File: src/rtl/lwb_pkg.sv
package lwb_pkg;
   typedef enum logic [1:0] {
      ST_IDLE,
      ST_ADDR,
      ST_WAIT,
      ST_REL
   } lwb_state_e;
endpackage

File: src/rtl/lwb_step_ctr.sv
module lwb_step_ctr #(
   parameter int CW = 5
) (
   input  logic          clk,
   input  logic          rst_n,
   input  logic          clear,
   input  logic          run,
   output logic [CW-1:0] count
);
   // clear loads 1 so that the value equals the edge index counted from acceptance
   always_ff @(posedge clk or negedge rst_n) begin
      if (!rst_n)     count <= '0;
      else if (clear) count <= CW'(1);
      else if (run)   count <= count + CW'(1);
   end
endmodule

File: src/rtl/lwb_cs_decode.sv
module lwb_cs_decode #(
   parameter int AW  = 28,
   parameter int NCS = 4,
   localparam int SW = (NCS > 1) ? $clog2(NCS) : 1
) (
   input  logic [AW-1:0]     addr,
   input  logic [NCS*AW-1:0] base,
   input  logic [NCS*AW-1:0] mask,
   output logic              hit,
   output logic [SW-1:0]     sel
);
   logic [NCS-1:0] match;

   for (genvar i = 0; i < NCS; i++) begin : g_win
      assign match[i] = ((addr ^ base[i*AW +: AW]) & mask[i*AW +: AW]) == '0;
   end

   always_comb begin
      sel = '0;
      for (int i = NCS - 1; i >= 0; i--) begin
         if (match[i]) sel = SW'(i);
      end
   end

   assign hit = |match;
endmodule

File: src/rtl/lat_wr_seq.sv
module lat_wr_seq
   import lwb_pkg::*;
#(
   parameter int AW  = 28,
   parameter int DW  = 8,
   parameter int DAW = 12,
   parameter int NCS = 4,
   parameter int GAP = 2
) (
   input  logic              clk,
   input  logic              rst_n,
   input  logic              req_valid,
   input  logic [AW-1:0]     req_addr,
   input  logic [DW-1:0]     req_data,
   input  logic              req_mode,
   input  logic [NCS*AW-1:0] map_base,
   input  logic [NCS*AW-1:0] map_mask,
   input  logic              bus_rdy,
   output logic [DAW-1:0]    xa,
   output logic [DW-1:0]     xd,
   output logic [2:0]        stb,
   output logic [NCS-1:0]    cs_n,
   output logic              en,
   output logic              wr,
   output logic              done,
   output logic              err
);
   localparam int SW     = (NCS > 1) ? $clog2(NCS) : 1;
   localparam int E_STB2 = GAP;
   localparam int E_MID  = 2 * GAP;
   localparam int E_STB1 = 3 * GAP;
   localparam int E_LOW  = 4 * GAP;
   localparam int E_STB0 = 5 * GAP;
   localparam int E_DATA = 6 * GAP;
   localparam int E_SEL  = 6 * GAP + 1;
   localparam int E_WR   = 6 * GAP + 2;
   localparam int CW     = $clog2(E_WR + 1) + 1;

   if (AW != DAW + 2 * DW) begin : g_bad_aw
      $error("AW must equal DAW + 2*DW so three slices end at bit DAW-DW");
   end
   if (DAW < DW) begin : g_bad_daw
      $error("DAW must be at least DW");
   end
   if (GAP < 1) begin : g_bad_gap
      $error("GAP must be at least 1");
   end
   if (NCS < 2) begin : g_bad_ncs
      $error("NCS must be at least 2");
   end

   lwb_state_e      state;
   logic [AW-1:0]   addr_q;
   logic [DW-1:0]   data_q;
   logic            mode_q;
   logic [SW-1:0]   sel_q;
   logic            dec_hit;
   logic [SW-1:0]   dec_sel;
   logic [CW-1:0]   step;
   logic            accept;

   lwb_cs_decode #(.AW(AW), .NCS(NCS)) u_dec (
      .addr (req_addr),
      .base (map_base),
      .mask (map_mask),
      .hit  (dec_hit),
      .sel  (dec_sel)
   );

   assign accept = (state == ST_IDLE) && req_valid && dec_hit;

   lwb_step_ctr #(.CW(CW)) u_step (
      .clk   (clk),
      .rst_n (rst_n),
      .clear (accept),
      .run   (state == ST_ADDR),
      .count (step)
   );

   always_ff @(posedge clk or negedge rst_n) begin
      if (!rst_n) begin
         state  <= ST_IDLE;
         addr_q <= '0;
         data_q <= '0;
         mode_q <= 1'b0;
         sel_q  <= '0;
         xa     <= '0;
         xd     <= '0;
         stb    <= '0;
         cs_n   <= '1;
         en     <= 1'b0;
         wr     <= 1'b0;
         done   <= 1'b0;
         err    <= 1'b0;
      end else begin
         case (state)
            ST_IDLE: begin
               done <= 1'b0;
               err  <= req_valid && !dec_hit;
               if (accept) begin
                  addr_q <= req_addr;
                  data_q <= req_data;
                  mode_q <= req_mode;
                  sel_q  <= dec_sel;
                  xa     <= req_addr[DAW-1:0];
                  xd     <= req_addr[AW-1 -: DW];
                  state  <= ST_ADDR;
               end
            end
            ST_ADDR: begin
               if (step == CW'(E_STB2)) stb[2] <= 1'b1;
               if (step == CW'(E_MID))  xd     <= addr_q[AW-1-DW -: DW];
               if (step == CW'(E_STB1)) stb[1] <= 1'b1;
               if (step == CW'(E_LOW))  xd     <= addr_q[AW-1-2*DW -: DW];
               if (step == CW'(E_STB0)) stb[0] <= 1'b1;
               if (step == CW'(E_DATA)) xd     <= data_q;
               if (step == CW'(E_SEL)) begin
                  if (mode_q) en          <= 1'b1;
                  else        cs_n[sel_q] <= 1'b0;
               end
               if (step == CW'(E_WR)) begin
                  wr    <= 1'b1;
                  state <= ST_WAIT;
               end
            end
            ST_WAIT: begin
               if (bus_rdy) begin
                  wr    <= 1'b0;
                  en    <= 1'b0;
                  cs_n  <= '1;
                  done  <= 1'b1;
                  state <= ST_REL;
               end
            end
            default: begin
               done  <= 1'b0;
               stb   <= '0;
               xa    <= '0;
               xd    <= '0;
               state <= ST_IDLE;
            end
         endcase
      end
   end
endmodule

File: config.mk
export PLATFORM = sky130hd
export DESIGN_NAME = lat_wr_seq
export DESIGN_NICKNAME = d
export VERILOG_FILES = /design/src/rtl/lwb_pkg.sv /design/src/rtl/lwb_step_ctr.sv /design/src/rtl/lwb_cs_decode.sv /design/src/rtl/lat_wr_seq.sv
export SDC_FILE = /design/constraint.sdc
export NUM_CORES = 1
export LEC_CHECK = 0
export BUFFER_PORTS_ARGS = -buffer_cell sky130_fd_sc_hd__clkbuf_2
export CORE_MARGIN = 1.5
export CORE_UTILIZATION = 38
export DETAILED_ROUTE_END_ITERATION = 8
export PLACE_DENSITY = 0.72
export SYNTH_ARGS = -nofsm -noshare
export SYNTH_HDL_FRONTEND = slang
export SYNTH_SLANG_ARGS = --single-unit
export TNS_END_PERCENT = 5
File: constraint.sdc
create_clock -name clk -period 5.3 [get_ports clk]
set_input_delay 1.06 -clock clk [delete_from_list [all_inputs] [get_ports clk]]
set_output_delay 1.06 -clock clk [all_outputs]
set_load 0.05 [all_outputs]
==> results.txt, run 1 <==
The routed wire length per instance came out at 18.76 um. The final setup violation count came out at 0. In this run the worst hold path is classified as register to register. From bottom edge to top edge, the die measures 116.2 um. The number of buffers inserted during clock tree synthesis is 9. The detailed-placement wirelength estimate is 14.86 mm. The clock skew is 4.612 ps. The worst path in the final design needs a cycle of 3697 ps, including I/O delays and setup. In the post-route analysis, the smallest setup slack over all paths is 1603 ps. The clock transition at the registers of the reported paths is 60 ps.

The async set or reset register ratio after synthesis is 100.0%. The most common cell after layout, fill and taps aside is clkbuf_2. Global routing used 26.44% of the available tracks across all layers. The count of boundary I/O pins is 296. In this run the static leakage power is 3.571 nW. Summed over all layers, the global routing overflow is 0.

The count of warnings emitted by yosys is 0. The filler cell count came out at 1195. The number of post-CTS setup repair buffers came out at 0.

For the final routed database, the setup TNS stands at 0 ps. At the placement stage, the worst setup path has a slack of 1264 ps. The number of endpoints with negative hold slack in the final report was 0.

The count of final max-slew check failures came out at 0. The utilization after layout is 53.23%. The critical path is of the primary input to register type.

The transition at the pin with the smallest max-transition slack is 1013 ps. The worst hold margin came out at 482.0 ps. Max-cap violations in this run came to 0. The CTS sink count came out at 65. VDD sags by at most 0.0001932 V. The tightest slew margin relative to the limit is 32.49%. The via density per instance came out at 5.150. The post-synthesis instance total came out at 501. The level count of the clock H-tree came out at 3. The number of nets with antenna violations after routing came out at 0. The XOR/XNOR share of the synthesized area is 20.86%. Dividing total power by cell area gives a power density of 371.8 nW/um^2. The port buffer count is 295. The layout overhead on the synthesized area is 37.35%. CTS placed an instance of clkbuf_16 at the clock tree root.

The number of global-route vias before repair came out at 4970. The number of buffers inserted for hold repair after clock tree synthesis is 0. The register bit count reported by yosys came out at 65. The fraction of the mapped netlist area in simple logic gates is 9.607%.

The fraction of final layout cells with drive strength greater than 1 came out at 45.84%. The number of distinct library cells after synthesis is 47. The number of DRC violations after detailed-routing iteration 0 is 301. The number of flops mapped to enable cells by yosys is 0.

At the worst endpoint, the required time is 5570 ps. The sequential-to-total area share from yosys stat came out at 33.50%. The number of placement rows is 41. The netlist area before placement came out at 4871 um^2.

The deepest clock path buffer count is 2. The flow ran to the end, and the final reports show no timing, DRC or antenna violations. STA classifies the critical path startpoint as a primary input. The most used flip-flop cell after synthesis is dfrtp_1. The number of gates resized after cts came out at 0. The share of the clock period used by the worst path after layout is 69.75%. The final-stage net count came out at 1037.

The floorplan step defined a die boundary enclosing 13510 um^2. The overall die width is 116.2 um. The placer's final routability congestion estimate came out at 0.8865. The via count is 4862. Wires add up to 17.71 mm.

Power comes to 2.487 mW. The initial core utilization came out at 38.76%. The wire length of the first global-routing pass is 26.48 mm. The count of TritonRoute iterations in the first routing pass came out at 4. Setup repair after global routing left no endpoint under its margin.

The area fraction in compound gates after synthesis is 19.65%. By area the synthesized netlist is led by dfrtp_1 (31%), xor2_1 (21%), a22oi_1 (6.9%). Static timing analysis puts the maximum clock frequency at 270.5 MHz. The library cells used most frequently in the layout, excluding fill and tap cells, are clkbuf_2 (295), xor2_1 (115), dfrtp_1 (61), a22oi_1 (45), mux2_2 (27).

Counting every net in the synthesized netlist gives 773. The biggest area contributor in the post-synthesis netlist is dfrtp_1. The post-synthesis average cell area is 9.722 um^2. STA classifies the critical path endpoint as a register. The adder and majority cell fraction of the synthesized area is 1.798%. The proportion of netlist area held by the largest area contributor is 31.34%. The number of antenna violations at the first check in global routing is 2. The endpoint arrival time on the critical path is 3960 ps.

The clock latency on the worst-skew pair came out at 330 ps. The main combinational cell family by area after synthesis is XOR/XNOR gates. The placeable core region is 12570 um^2. The TritonCTS clock tree is done. The DRC violation count after routing is 0. The maximum net fanout on the critical path came out at 32. The largest net degree at the start of global routing came out at 66. The portion of synthesized area spent on multiplexers is 8.091%.
-- synthesized netlist by cell type, types with 7 or more instances --
cell,count
mux2_2,27
dfrtp_1,61
xor2_1,115
a21o_1,9
a22o_1,18
or3_1,8
buf_2,24
inv_1,17
o22ai_1,8
mux2i_1,9
nor3_1,11
nor2_1,23
ha_1,7
a211oi_1,8
nand4_1,13
nand2_1,18
buf_6,7
clkbuf_1,7
a21oi_1,14
a22oi_1,45
-- registers in the layout, indices dropped and copies added (netlist names), 2 cells and up --
name / flops
stb: 3
xa: 12
cs_n: 4
xd: 8
u_step.count: 5
data_q: 8
addr_q: 16
sel_q: 2
state: 2
-- metal layers --
metal | track usage [%] | routed length [um] | vias to the layer above | part of all wire, %
met5 | 0 | 0 | - | 0
met4 | 8.049 | 417 | 0 | 2.4
met3 | 6.227 | 1500 | 26 | 8.5
met2 | 44.78 | 8486 | 226 | 48
met1 | 33.56 | 7307 | 2298 | 41
li1 | - | - | 2312 | -
-- final cells by class --
class / count / area (um^2) / area share [%]
clock inverters: 7 / 142.6 / 2.132
well taps: 172 / 215.2 / 3.217
flip-flops and latches: 65 / 1632 / 24.39
inverters: 17 / 63.81 / 0.9538
diodes: 2 / 5.005 / 0.07481
clock buffers: 9 / 225.2 / 3.366
repair buffers: 296 / 1484 / 22.18
multi-input cells: 376 / 2923 / 43.69
-- metrics by stage --
step	instances	cell area [um^2]
after global placement	926	6317
after global routing	943	6688
final	944	6690
after detailed placement	926	6317
after CTS	942	6685
after floorplan	501	4871
-- final timing paths --
path | from | end | slack [ps] | cells past startpoint
min in group asynchronous | rst_n | en | 910 | 2
max reg2reg | state[0] | xa[7] | 2580 | 6
max in group asynchronous | rst_n | addr_q[19] | 3850 | 2
min reg2reg | cs_n[0] | cs_n[0] | 480 | 2
max | req_addr[9] | xa[7] | 1600 | 9
min | cs_n[0] | cs_n[0] | 480 | 2
-- critical path, stage by stage --
cell      delay (ps)
clkbuf_2         190
xor2_1           200
a22oi_1          280
nand4_1          230
nor4_2           390
nor2_2           140
a31oi_4          850
and2b_2          430
a22o_1           170
-- power breakdown --
group	internal (mW)	leakage, nW	total (mW)	switching [mW]
clock network	0.507	0.180	0.728	0.221
logic	0.393	2.53	1.09	0.696
registers	0.591	0.858	0.671	0.0800
total	1.49	3.57	2.49	0.996
-- kinds of logic after synthesis --
logic type               count (synthesis)
AO/OA/AOI/OAI                          126
XOR/XNOR                               116
adder cells (fa/ha/maj)                  7
buffers and inverters                   60
flip-flops                              65
multiplexers                            36
AND/OR/NAND/NOR                         91
No activity file was read; power rests on OpenSTA's default activity.
==> run 2: changes to the inputs <==
--- a/config.mk
+++ b/config.mk
@@ -5,11 +5,12 @@
 export SDC_FILE = /design/constraint.sdc
 export NUM_CORES = 1
 export LEC_CHECK = 0
+export ABC_AREA = 1
 export BUFFER_PORTS_ARGS = -buffer_cell sky130_fd_sc_hd__clkbuf_2
 export CORE_MARGIN = 1.5
 export CORE_UTILIZATION = 38
 export DETAILED_ROUTE_END_ITERATION = 8
-export PLACE_DENSITY = 0.72
+export PLACE_DENSITY = 0.7
 export SYNTH_ARGS = -nofsm -noshare
 export SYNTH_HDL_FRONTEND = slang
 export SYNTH_SLANG_ARGS = --single-unit
==> constraint.sdc (replaced) <==
create_clock -name clk -period 3.8 [get_ports clk]
set_input_delay 0.76 -clock clk [delete_from_list [all_inputs] [get_ports clk]]
set_output_delay 0.76 -clock clk [all_outputs]
set_load 0.05 [all_outputs]
==> run 2 against run 1 <==
Largest cell class unchanged; die area rose by 11%; highest routed layer unchanged; synthesized cell count up 80%; critical endpoint is now addr_q[19]; critical path depth increased by 5; worst hold slack worse by 9.5 ps.
==> results.txt, run 2 <==
The flow ran to the end, and the final reports show no timing, DRC or antenna violations. The sum of negative setup slack is 0 ps (unchanged). The count of final max-slew check failures came out at 0 (unchanged). The adder and majority cell fraction of the synthesized area is 1.620% (-0.18 points). The XOR/XNOR share of the synthesized area is 0.9720% (-20 points). The number of global-route vias before repair is 5810 (+17%).

The number of flops mapped to enable cells by yosys is 0 (unchanged). The filler cell count came to 1491 (+25%). In this run the clock root is driven by a clkbuf_16. The multi-input logic area came out at 3127 um^2 (+7.0%). The clock skew came out at 7.646 ps (+3.034 ps). The net load switching power is 1.331 mW (+34%). The transition at the pin with the smallest max-transition slack was 824.8 ps (-187.9 ps). The overall power consumption came out at 3.074 mW (+24%). The worst setup path is launched from a primary input. The worst setup path category is primary input to register. The clock latency on the worst-skew pair came out at 330 ps (about the same). Yosys instantiated no cell more often than nand2_1.

The largest net degree at the start of global routing was 66 (unchanged). The DRC violation count after routing is 0 (unchanged). The via count came out at 6353 (+31%). The post-synthesis instance total came to 903 (+80%). The netlist area before placement is 5406 um^2 (+11%).

The final global-route overflow total came out at 0 (unchanged). The area enclosed by the die boundary is 14950 um^2 (+11%). The prevailing post-synth register cell is dfrtp_1. The number of buffers inserted during clock tree synthesis came to 9 (unchanged). The share of the clock period used by the worst path after layout is 62.86%. In the layout the commonest cells are nand2_1 (369), clkbuf_2 (294), inv_1 (120), nand3_1 (116). The total inserted antenna cells came to 0 (-2). Leaving out fill and tap cells, the most frequent cell in the layout is nand2_1.

The post-synthesis average cell area came to 5.987 um^2 (-38%). The most area-hungry cell type in the Yosys netlist is dfrtp_1. The number of placement rows came to 43 (+4.9%). The number of gates resized after cts is 0 (unchanged).

The fraction of the mapped netlist area in simple logic gates came to 48.58% (+39 points). The clock transition at the registers of the reported paths is 50 ps (about the same). After synthesis, the cell types taking the most area are dfrtp_1 (28%), nand2_1 (26%), nand3_1 (11%). The placer's final routability congestion estimate came out at 0.8639 (-2.5%). The power share of the combinational group came out at 44.1% (+0.3 points). The number of distinct library cells after synthesis is 33 (-30%). The switching share of total power came out at 43.31% (+3.3 points). The level count of the clock H-tree was 3 (unchanged).

The power density normalized to cell area is 423.9 nW/um^2 (+14%). STA classifies the critical path endpoint as a register. TritonCTS built the clock tree. The number of buffers inserted for hold repair after clock tree synthesis was 0 (unchanged). The tightest slew margin relative to the limit was 45.01% (+13 points).

Counting flops per register, the top entry is addr_q. The largest vdd supply drop came out at 0.0003319 V (+72%). The part of the total power dissipated in the clock network came to 26.7% (-2.6 points).

The total routing resource utilization after global routing came out at 23.84% (-2.6 points). By area, the combinational part of the netlist is dominated by simple AND/OR/NAND/NOR gates. The max-cap violation count is 0 (unchanged).

The multiplexer area fraction after synthesis came out at 0% (-8.1 points). The via density per instance is 4.641 (-9.9%). The placeable core region is 13880 um^2 (+10%). Setup repair after global routing left no endpoint under its margin. In the final layout, the registers with the most flip-flops are addr_q (16), xa (12). The detailed-placement wirelength estimate came out at 14.67 mm (-1.3%).

The initial core utilization is 38.95% (+0.19 points). The path class of the tightest hold or removal check is register to register. The final setup violation count is 0 (unchanged). The count of cells along the worst hold path was 2 (unchanged).

The count of TritonRoute iterations in the first routing pass came out at 5 (+1). The final critical delay including setup and external delays came out at 2389 ps. The CTS sink count is 65 (unchanged). The count of warnings emitted by yosys was 0 (unchanged). The endpoint arrival time on the critical path is 2600 ps (-1360 ps).

The depth of the most critical reg-to-reg path came out at 9 (+3). The fraction of final layout cells with drive strength greater than 1 is 28.93% (-17 points). The maximum net fanout on the critical path was 44 (+38%). The overall die width came out at 122.3 um (+5.2%).

The sequential standard cell area is 1632 um^2 (unchanged). The layout overhead on the synthesized area is 34.11%. The y dimension of the die came out at 122.3 um (+5.2%). The number of nets with antenna violations after routing came to 0 (unchanged).

The count of boundary I/O pins came out at 296 (unchanged). The final-stage net count was 1456 (+40%). Timing would allow up to 418.7 MHz. The number of post-CTS setup repair buffers came out at 0 (unchanged). The proportion of netlist area held by the largest area contributor was 28.23% (-3.1 points). The net count after synthesis is 1175 (+52%). The leakage power is 4.470 nW (+25%). The register bit count reported by yosys is 65 (unchanged).

The aggregate routed wire length is 17.63 mm (-0.43%). The async set or reset register ratio after synthesis came out at 100.0% (unchanged). The number of DRC violations after detailed-routing iteration 0 came out at 379 (+26%).

The area fraction in compound gates after synthesis came out at 6.665% (-13 points). The deepest clock path buffer count is 2 (unchanged). The wire length of the first global-routing pass is 28.07 mm (+6.0%).

The cell-internal power is 1.742 mW (+17%). The sequential cell fraction of total power is 29.2% (+2.2 points). The number of endpoints with negative hold slack in the final report came out at 0 (unchanged). Ranked by instance count, the synthesized netlist is headed by nand2_1 (369), inv_1 (120), nand3_1 (116). The routed wire length per instance is 12.88 um (-31%).

The sequential-to-total area share from yosys stat was 30.18% (-3.3 points). The flip-flop count of the largest register, all copies and words added came out at 16 (unchanged). The required time of the critical path came out at 4010 ps (-1560 ps).

The port buffer count came to 295 (unchanged). The number of antenna violations at the first check in global routing is 0 (-2).
-- run 2: cell types whose count changed after synthesis, moves of 10 or more --
cell     delta
a22oi_1    -45
or2_1      +25
o21ai_1    +10
a22o_1     -18
buf_2      -15
xor2_1    -109
o21ai_0    +14
inv_1     +103
nand3_1   +114
mux2_2     -27
nand2_1   +351
nor2_1     +38
-- run 2: metrics by stage --
step / worst slack, ps / hold slack (ps) / util [%] / instance area, um^2 / cells
after floorplan: 1613 / 442.6 / - / 5406 / 903
after global placement: 1089 / 456.9 / 50.09 / 6953 / 1353
after detailed placement: 1073 / 458.6 / 50.09 / 6953 / 1353
after CTS: 1414 / 473.0 / 52.24 / 7251 / 1369
after global routing: 1211 / 499.9 / 52.24 / 7251 / 1369
final: 1411 / 472.4 / 52.24 / 7251 / 1369
-- run 2: logic make-up after synthesis --
group,Yosys count
AOI/OAI and AO/OA,59
buffers and inverters,155
xor gates and xnor gates,6
DFF,65
and+or+nand+nor,611
adders and majority gates,7
-- run 2: routing by layer --
layer	track usage [%]	part of all wire [%]	wire length, um
met1	31.52	43	7576
met2	40.26	49	8582
met3	4.368	6.4	1122
met4	5.959	2.0	353
met5	0	0	0
-- run 2: critical path, cell delays in order --
cell and delay (ps):
clkbuf_2 160, or2_1 250, nand3_1 70, nand2_1 60, nor2_1 120, nand2_1 110
nor2_1 150, nand2_1 110, nand2_2 100, nand2_4 90, nand2_8 250, inv_4 190
nand2_1 110, o21ai_2 50
-- run 2: layout make-up --
type	count	area share (%)
well taps	180	3.106
multi-input cells	683	43.12
inverters	130	6.764
clock inverters	5	0.7593
clock buffers	11	3.348
flip-flops and latches	65	22.50
repair buffers	295	20.40
-- run 2: power groups by stage --
stage	logic (mW)	clock network, mW	registers [mW]
floorplan	0.749	0	1.10
global placement	1.34	0	0.905
detailed placement	1.36	0	0.909
CTS	1.36	0.834	0.897
global route	1.53	0.862	0.913
finish	1.36	0.819	0.897
-- run 2: worst paths after layout --
check / from / to / slack (ps)
max: req_addr[3] / addr_q[19] / 1410
min: data_q[7] / data_q[7] / 470
max reg2reg: state[0] / addr_q[19] / 1480
min reg2reg: data_q[7] / data_q[7] / 470
max in group asynchronous: rst_n / xd[5] / 2730
min in group asynchronous: rst_n / xd[2] / 510
